[src/rtl/ddr_pwrup_pkg.sv]
// Package: shared state encoding for the DRAM power-up sequencer.
// Assumes: used by every module of ddr_pwrup_seq.
package ddr_pwrup_pkg;

    typedef enum logic [2:0] {
        SEQ_IDLE      = 3'd0,
        SEQ_HOLD_LOW  = 3'd1,
        SEQ_RST_WAIT  = 3'd2,
        SEQ_CKE_HIGH  = 3'd3,
        SEQ_WARM_CLK  = 3'd4,
        SEQ_DONE      = 3'd5
    } seq_state_t;

endpackage

[src/rtl/ddr_pwrup_timer.sv]
// Module: down-counter that times every wait phase of the sequencer.
// Does:   loads a value on load_i, then decrements once per tick_i until zero.
// Assumes: load_i and tick_i are never both needed to act in the same cycle
//          (the load wins).
module ddr_pwrup_timer #(
    parameter int TW = 8
) (
    input  logic          clk,
    input  logic          rst_n,
    input  logic          load_i,
    input  logic [TW-1:0] load_val_i,
    input  logic          tick_i,
    output logic [TW-1:0] cnt_o,
    output logic          zero_o
);

    logic [TW-1:0] cnt_q;

    // Load the phase length or count the current phase down.
    always_ff @(posedge clk) begin
        if (!rst_n) begin
            cnt_q <= '0;
        end else if (load_i) begin
            cnt_q <= load_val_i;
        end else if (tick_i && (cnt_q != '0)) begin
            cnt_q <= cnt_q - 1'b1;
        end
    end

    assign cnt_o  = cnt_q;
    assign zero_o = (cnt_q == '0);

endmodule

[src/rtl/ddr_pwrup_fsm.sv]
// Module: phase controller of the DRAM power-up sequence.
// Does:   picks the cold or warm branch at the start strobe, latches the wait
//         count, orders the phases and asks the timer for each phase length.
//         It also flags the cycle in which the memory clock must be enabled.
// Assumes: HOLD_CYC >= 1, CLK_LEAD >= 1, FLOOR_CYC >= CLK_LEAD + 1, and every
//          one of these fits in TW bits.
module ddr_pwrup_fsm
    import ddr_pwrup_pkg::*;
#(
    parameter int CNT_W     = 8,
    parameter int TW        = 8,
    parameter int HOLD_CYC  = 4,
    parameter int CLK_LEAD  = 8,
    parameter int FLOOR_CYC = 16
) (
    input  logic             clk,
    input  logic             rst_n,
    input  logic             warm_i,
    input  logic             start_i,
    input  logic [CNT_W-1:0] delay_i,
    input  logic [TW-1:0]    cnt_i,
    input  logic             zero_i,
    output seq_state_t       nxt_state_o,
    output logic             load_o,
    output logic [TW-1:0]    load_val_o,
    output logic             tick_o,
    output logic             clk_set_o
);

    localparam logic [TW-1:0] HOLD_LOAD  = TW'(HOLD_CYC - 1);
    localparam logic [TW-1:0] LEAD_LOAD  = TW'(CLK_LEAD - 1);
    localparam logic [TW-1:0] LEAD_MARK  = TW'(CLK_LEAD);
    localparam logic [TW-1:0] FLOOR_VAL  = TW'(FLOOR_CYC);

    seq_state_t       state_q;
    seq_state_t       state_d;
    logic [CNT_W-1:0] delay_q;
    logic [TW-1:0]    gap_cyc;
    logic             take_start;

    assign take_start = (state_q == SEQ_IDLE) && start_i;

    // Spacing from reset release to CKE: the latched count, raised to the floor.
    always_comb begin
        if (TW'(delay_q) > FLOOR_VAL) begin
            gap_cyc = TW'(delay_q);
        end else begin
            gap_cyc = FLOOR_VAL;
        end
    end

    // Next phase and timer load for each phase.
    always_comb begin
        state_d    = state_q;
        load_o     = 1'b0;
        load_val_o = '0;
        unique case (state_q)
            SEQ_IDLE: begin
                if (start_i) begin
                    load_o = 1'b1;
                    if (warm_i) begin
                        state_d    = SEQ_WARM_CLK;
                        load_val_o = LEAD_LOAD;
                    end else begin
                        state_d    = SEQ_HOLD_LOW;
                        load_val_o = HOLD_LOAD;
                    end
                end
            end
            SEQ_HOLD_LOW: begin
                if (zero_i) begin
                    state_d    = SEQ_RST_WAIT;
                    load_o     = 1'b1;
                    load_val_o = gap_cyc - 1'b1;
                end
            end
            SEQ_RST_WAIT: begin
                if (zero_i) begin
                    state_d = SEQ_CKE_HIGH;
                end
            end
            SEQ_WARM_CLK: begin
                if (zero_i) begin
                    state_d = SEQ_CKE_HIGH;
                end
            end
            SEQ_CKE_HIGH: begin
                state_d = SEQ_DONE;
            end
            SEQ_DONE: begin
                state_d = SEQ_DONE;
            end
            default: begin
                state_d = SEQ_IDLE;
            end
        endcase
    end

    // Phase register.
    always_ff @(posedge clk) begin
        if (!rst_n) begin
            state_q <= SEQ_IDLE;
        end else begin
            state_q <= state_d;
        end
    end

    // Capture the wait count once, at the accepted start strobe.
    always_ff @(posedge clk) begin
        if (!rst_n) begin
            delay_q <= '0;
        end else if (take_start) begin
            delay_q <= delay_i;
        end
    end

    assign tick_o = ((state_q == SEQ_HOLD_LOW) || (state_q == SEQ_RST_WAIT) ||
                     (state_q == SEQ_WARM_CLK)) && !load_o;

    // Clock enable: at once on the warm branch, CLK_LEAD cycles before CKE on the cold branch.
    assign clk_set_o = (take_start && warm_i) ||
                       ((state_q == SEQ_RST_WAIT) && (cnt_i == LEAD_MARK));

    assign nxt_state_o = state_d;

endmodule

[src/rtl/ddr_pwrup_pins.sv]
// Module: registered drivers for the DRAM reset, CKE, memory clock enable
//         and done outputs.
// Does:   registers each pin from the next phase, so every pin changes on the
//         same edge as the phase. During a warm system reset it leaves the
//         DRAM reset pin untouched.
// Assumes: the next phase comes from ddr_pwrup_fsm.
module ddr_pwrup_pins
    import ddr_pwrup_pkg::*;
(
    input  logic       clk,
    input  logic       rst_n,
    input  logic       warm_i,
    input  seq_state_t nxt_state_i,
    input  logic       clk_set_i,
    output logic       dram_rst_n_o,
    output logic       dram_cke_o,
    output logic       mem_clk_en_o,
    output logic       done_o
);

    logic rst_pin_q;
    logic cke_q;
    logic clk_en_q;
    logic done_q;

    // DRAM reset pin: low for the hold phase, high from reset release on, held on warm reset.
    always_ff @(posedge clk) begin
        if (!rst_n) begin
            rst_pin_q <= warm_i ? rst_pin_q : 1'b0;
        end else if (nxt_state_i == SEQ_HOLD_LOW) begin
            rst_pin_q <= 1'b0;
        end else if (nxt_state_i == SEQ_RST_WAIT) begin
            rst_pin_q <= 1'b1;
        end
    end

    // CKE and done follow the final phases.
    always_ff @(posedge clk) begin
        if (!rst_n) begin
            cke_q  <= 1'b0;
            done_q <= 1'b0;
        end else begin
            cke_q  <= (nxt_state_i == SEQ_CKE_HIGH) || (nxt_state_i == SEQ_DONE);
            done_q <= (nxt_state_i == SEQ_DONE);
        end
    end

    // Memory clock enable: set once, held until system reset.
    always_ff @(posedge clk) begin
        if (!rst_n) begin
            clk_en_q <= 1'b0;
        end else begin
            clk_en_q <= clk_en_q | clk_set_i;
        end
    end

    assign dram_rst_n_o = rst_pin_q;
    assign dram_cke_o   = cke_q;
    assign mem_clk_en_o = clk_en_q;
    assign done_o       = done_q;

endmodule

[src/rtl/ddr_pwrup_seq.sv]
// Module: DRAM power-up reset / CKE sequencer (top).
// Does:   on start, runs either the cold branch (hold reset low, release it,
//         wait at least the floor, then CKE) or the warm branch (clock on,
//         then CKE, reset never touched), then raises done.
// Assumes: synchronous active-low system reset; MIN_GAP_CYC is the reset-to-CKE
//          floor in cycles of clk (125000 = 500 us at 250 MHz); HOLD_CYC >= 1,
//          CLK_LEAD >= 1.
module ddr_pwrup_seq #(
    parameter int CNT_W       = 18,
    parameter int HOLD_CYC    = 4,
    parameter int CLK_LEAD    = 8,
    parameter int MIN_GAP_CYC = 125000
) (
    input  logic             clk,
    input  logic             rst_n,
    input  logic             warm_i,
    input  logic             start_i,
    input  logic [CNT_W-1:0] delay_cnt_i,
    output logic             dram_rst_n_o,
    output logic             dram_cke_o,
    output logic             mem_clk_en_o,
    output logic             done_o
);

    import ddr_pwrup_pkg::*;

    localparam int FLOOR_CYC = (MIN_GAP_CYC > CLK_LEAD + 1) ? MIN_GAP_CYC : CLK_LEAD + 1;
    localparam int W_FLOOR   = $clog2(FLOOR_CYC + 1);
    localparam int W_HOLD    = $clog2(HOLD_CYC + 1);
    localparam int W_A       = (W_FLOOR > CNT_W) ? W_FLOOR : CNT_W;
    localparam int TW        = (W_A > W_HOLD) ? W_A : W_HOLD;

    seq_state_t    nxt_state;
    logic          t_load;
    logic [TW-1:0] t_load_val;
    logic          t_tick;
    logic [TW-1:0] t_cnt;
    logic          t_zero;
    logic          clk_set;

    ddr_pwrup_fsm #(
        .CNT_W     (CNT_W),
        .TW        (TW),
        .HOLD_CYC  (HOLD_CYC),
        .CLK_LEAD  (CLK_LEAD),
        .FLOOR_CYC (FLOOR_CYC)
    ) fsm_i (
        .clk         (clk),
        .rst_n       (rst_n),
        .warm_i      (warm_i),
        .start_i     (start_i),
        .delay_i     (delay_cnt_i),
        .cnt_i       (t_cnt),
        .zero_i      (t_zero),
        .nxt_state_o (nxt_state),
        .load_o      (t_load),
        .load_val_o  (t_load_val),
        .tick_o      (t_tick),
        .clk_set_o   (clk_set)
    );

    ddr_pwrup_timer #(
        .TW (TW)
    ) timer_i (
        .clk        (clk),
        .rst_n      (rst_n),
        .load_i     (t_load),
        .load_val_i (t_load_val),
        .tick_i     (t_tick),
        .cnt_o      (t_cnt),
        .zero_o     (t_zero)
    );

    ddr_pwrup_pins pins_i (
        .clk          (clk),
        .rst_n        (rst_n),
        .warm_i       (warm_i),
        .nxt_state_i  (nxt_state),
        .clk_set_i    (clk_set),
        .dram_rst_n_o (dram_rst_n_o),
        .dram_cke_o   (dram_cke_o),
        .mem_clk_en_o (mem_clk_en_o),
        .done_o       (done_o)
    );

endmodule

[config.mk]
export PLATFORM = sky130hd
export DESIGN_NAME = ddr_pwrup_seq
export DESIGN_NICKNAME = d
export VERILOG_FILES = /design/src/rtl/ddr_pwrup_pkg.sv /design/src/rtl/ddr_pwrup_timer.sv /design/src/rtl/ddr_pwrup_fsm.sv /design/src/rtl/ddr_pwrup_pins.sv /design/src/rtl/ddr_pwrup_seq.sv
export SDC_FILE = /design/constraint.sdc
export NUM_CORES = 1
export LEC_CHECK = 0
export BUFFER_PORTS_ARGS = -buffer_cell sky130_fd_sc_hd__buf_2
export CORE_UTILIZATION = 40
export CTS_CLUSTER_DIAMETER = 50
export DETAILED_ROUTE_END_ITERATION = 8
export GPL_TIMING_DRIVEN = 0
export PLACE_DENSITY_LB_ADDON = 0.08
export SLEW_MARGIN = 15
export SYNTH_ARGS = -nofsm -noshare
export SYNTH_HDL_FRONTEND = slang
export SYNTH_SLANG_ARGS = --single-unit
export TNS_END_PERCENT = 20
[constraint.sdc]
create_clock -name clk -period 3.4 [get_ports clk]
set_input_delay 0.17 -clock clk [delete_from_list [all_inputs] [get_ports clk]]
set_output_delay 0.17 -clock clk [all_outputs]
set_load 0.03 [all_outputs]
==> metrics <==
vias 2598; Pwr per Cell Area 920 nW/um^2; detailed-router iteration count before antenna repair 4; Hold Startpoint delay_cnt_i[6]; commonest non-fill, non-tap cell in the layout nand2_1; first-pass GRT wire length 11900 microns; routed wire length 7210 microns; Reg-to-Reg End timer_i.cnt_o[16]; RSZ-0062 raised after global routing no; GRT Residual Overflow 0; max frequency 0.313 GHz; 1st-iter DRT viols 191; Ports 26; CTS tree done; Area Overhead vs Synth 14.8%; Crit. Startpoint fsm_i.delay_q[5]; period utilization 94.0%; Final Hold Vio Count 0; Core ar. 6350 sq um; Critical Path AT 3440 ps; std cell rows 29; initial antenna violation count 0; synth unique cells 55; largest net degree at the start of global routing 15; biggest area consumer among synthesized cells dfxtp_1; All-Layer GR Usage 21.4%; total power 2.79 mW; Slew Limit Fails 0; drt drc 0; H-tree depth 2; Chip Height 83.3 microns; gp weighted congestion 0.856; Async SR Flop Fraction 0%; clk sinks 43; HPWL after DPL 5380 microns; top cell type's share of synthesized area 31.8%; Root Buffer clkbuf_8; fin util 47.8%; Multi-input gate area 1730 sq um; layout cell share with drive strength beyond 1 13.5%; vias in the first global route 2379; initial core utilization 41.6%; TritonCTS buffer count 5; worst reg2reg path startpoint fsm_i.delay_q[5]; most frequent cells in the layout 56 x nand2_1, 42 x dfxtp_1, 26 x buf_2, 21 x nor2_1; diode count 0; Worst setup SP type flip-flop; register area 871 sq um; Top FF cell, synth dfxtp_1; Buffers on Ports 25; CTS clk-pin slew, worst paths 90 ps; Synth Net Count 367; WL/cell 15.8 microns; Max Fanout on Critical Path 7; Die Width 83.3 microns; total die area 6930 sq um; Max-slew headroom 42.5%; # hold bufs at CTS 0; top cells by area, synth dfxtp_1 32%, nand2_1 8.0%, a21boi_0 5.7%, a21oi_1 3.8%, xor2_1 3.3%; Hold Crit Class in2reg; sequential-to-total area share from yosys stat 33.0%; clock buffer depth 2; Reg2Reg Setup Slack 210 ps; FF-to-FF path depth 13; Ys Warns 0; Static Leakage 1.11 nW; synthesized area per cell 7.70 sq um; Skew-Pair Late Insertion Delay 300 ps; post-route minimum period 3190 ps; Setup Crit Path Kind reg2reg; VDD IR max 0.325 mV; CP endpoint kind flip-flop; Seq cells post-synth 43; clock skew 8.01 ps; Filler cells 648; status finished, final reports clean; setup violators final 0; max_cap viols 0; Final nets 401; Syn Inst Count 343; Routed Antenna Nets 0; Syn Std Cell Area 2640 sq um; worst-margin pin slew 863 ps; DR vias/cell 5.71; number of flops mapped to enable cells by yosys 1; CP required 3640 ps; WHS Endpoint fsm_i.delay_q[6]; Hold Path Depth 3
## state kept, by name (all words and copies together) (netlist names)
| register | cells |
|---|---|
| fsm_i.state_q | 3 |
| fsm_i.delay_q | 18 |
| pins_i.mem_clk_en_o | 1 |
| pins_i.done_o | 1 |
| timer_i.cnt_o | 18 |
| pins_i.dram_cke_o | 1 |
| pins_i.dram_rst_n_o | 1 |
## report_power, final
group | total, mW | internal [mW] | switching, mW | leakage (nW)
sequential | 0.829 | 0.656 | 0.173 | 0.355
clock | 0.403 | 0.212 | 0.190 | 0.0600
combinational | 1.56 | 0.592 | 0.967 | 0.695
## layout make-up
cell class	count	area share, %
buffer	16	2.02
clock buffer	7	3.55
clock inverter	1	0.289
inverter	4	0.495
multi-input combinational	279	56.9
sequential	43	28.7
tap	77	3.18
timing repair buffer	28	4.87
## critical path, stage by stage (launching register included)
cell	delay (ps)
dfxtp_1	300
clkbuf_1	200
o31ai_2	240
nand3_1	150
a31oi_4	280
nand2b_1	160
ha_1	190
or3b_2	520
nor4_4	220
buf_4	170
nand4b_1	100
xor2_1	190
a31oi_1	240
and3b_1	180
## through the flow
stage	cell area [sq um]	hold WS [ps]	cells	setup WS [ps]	setup TNS, ps
finish	3030	106	455	206	0
global route	3030	110	455	4.26	0
CTS	3010	102	453	62.0	0
floorplan	2640	315	343	281	0
detailed placement	2860	429	445	-614	-2630
global placement	2860	421	445	-636	-2710
## repair_timing
action                     in CTS  in global routing
setup buffers                   0                  3
pin swaps                       0                  2
setup endpoints to repair       5                  4
gates resized for setup         4                  1
gates cloned                    0                  0
hold endpoints to repair        0                  0
## worst max-delay path by stage
stage,slack [ps],cells past startpoint,to
after floorplan,280,12,timer_i.cnt_o[16]
after global placement,-640,12,timer_i.cnt_o[16]
after detailed placement,-610,12,timer_i.cnt_o[16]
after CTS,60,12,timer_i.cnt_o[16]
after global routing,4,13,timer_i.cnt_o[16]
final,210,13,timer_i.cnt_o[16]
## metal layers
metal  track usage, %  routed length (microns)  vias up
met5                0                        0        -
met4             5.96                      116        0
met3             2.98                      332        8
met2             36.0                     3370       66
met1             28.6                     3390     1200
li1                 -                        -     1324
## cell families (layout without fill, tap and decap cells)
group	Yosys count	count (layout)	share of synthesized area [%]
compound gates	95	95	24.0
buf+inv	21	56	3.03
xor+xnor	19	19	6.30
fa+ha+maj	2	2	0.947
flops	43	43	33.0
simple gates	163	163	32.8
## synthesized netlist by cell type, types with 2 or more instances
library cell and n:
and3b_1 2, nand2b_1 5, or3_1 2, dfxtp_1 42, o21ai_0 15, xnor2_1 9
clkbuf_1 15, inv_1 4, o22ai_1 4, a21boi_0 20, nand4_1 6, nand4b_1 3
o31ai_1 4, or2_2 2, or4_1 3, nor3_2 2, o22a_1 2, nand2_1 56
a211oi_1 4, and2_1 3, o211ai_1 6, o21a_1 4, xor2_1 10, nor2_1 21
a21o_1 2, a31oi_1 5, nor4_1 10, a21oi_1 20, nor3_1 14, ha_1 2
nor2b_1 6, or3b_2 3, nor3b_1 4, nand3_1 11, nand3b_1 2
No activity file was read; power rests on OpenSTA's default activity.
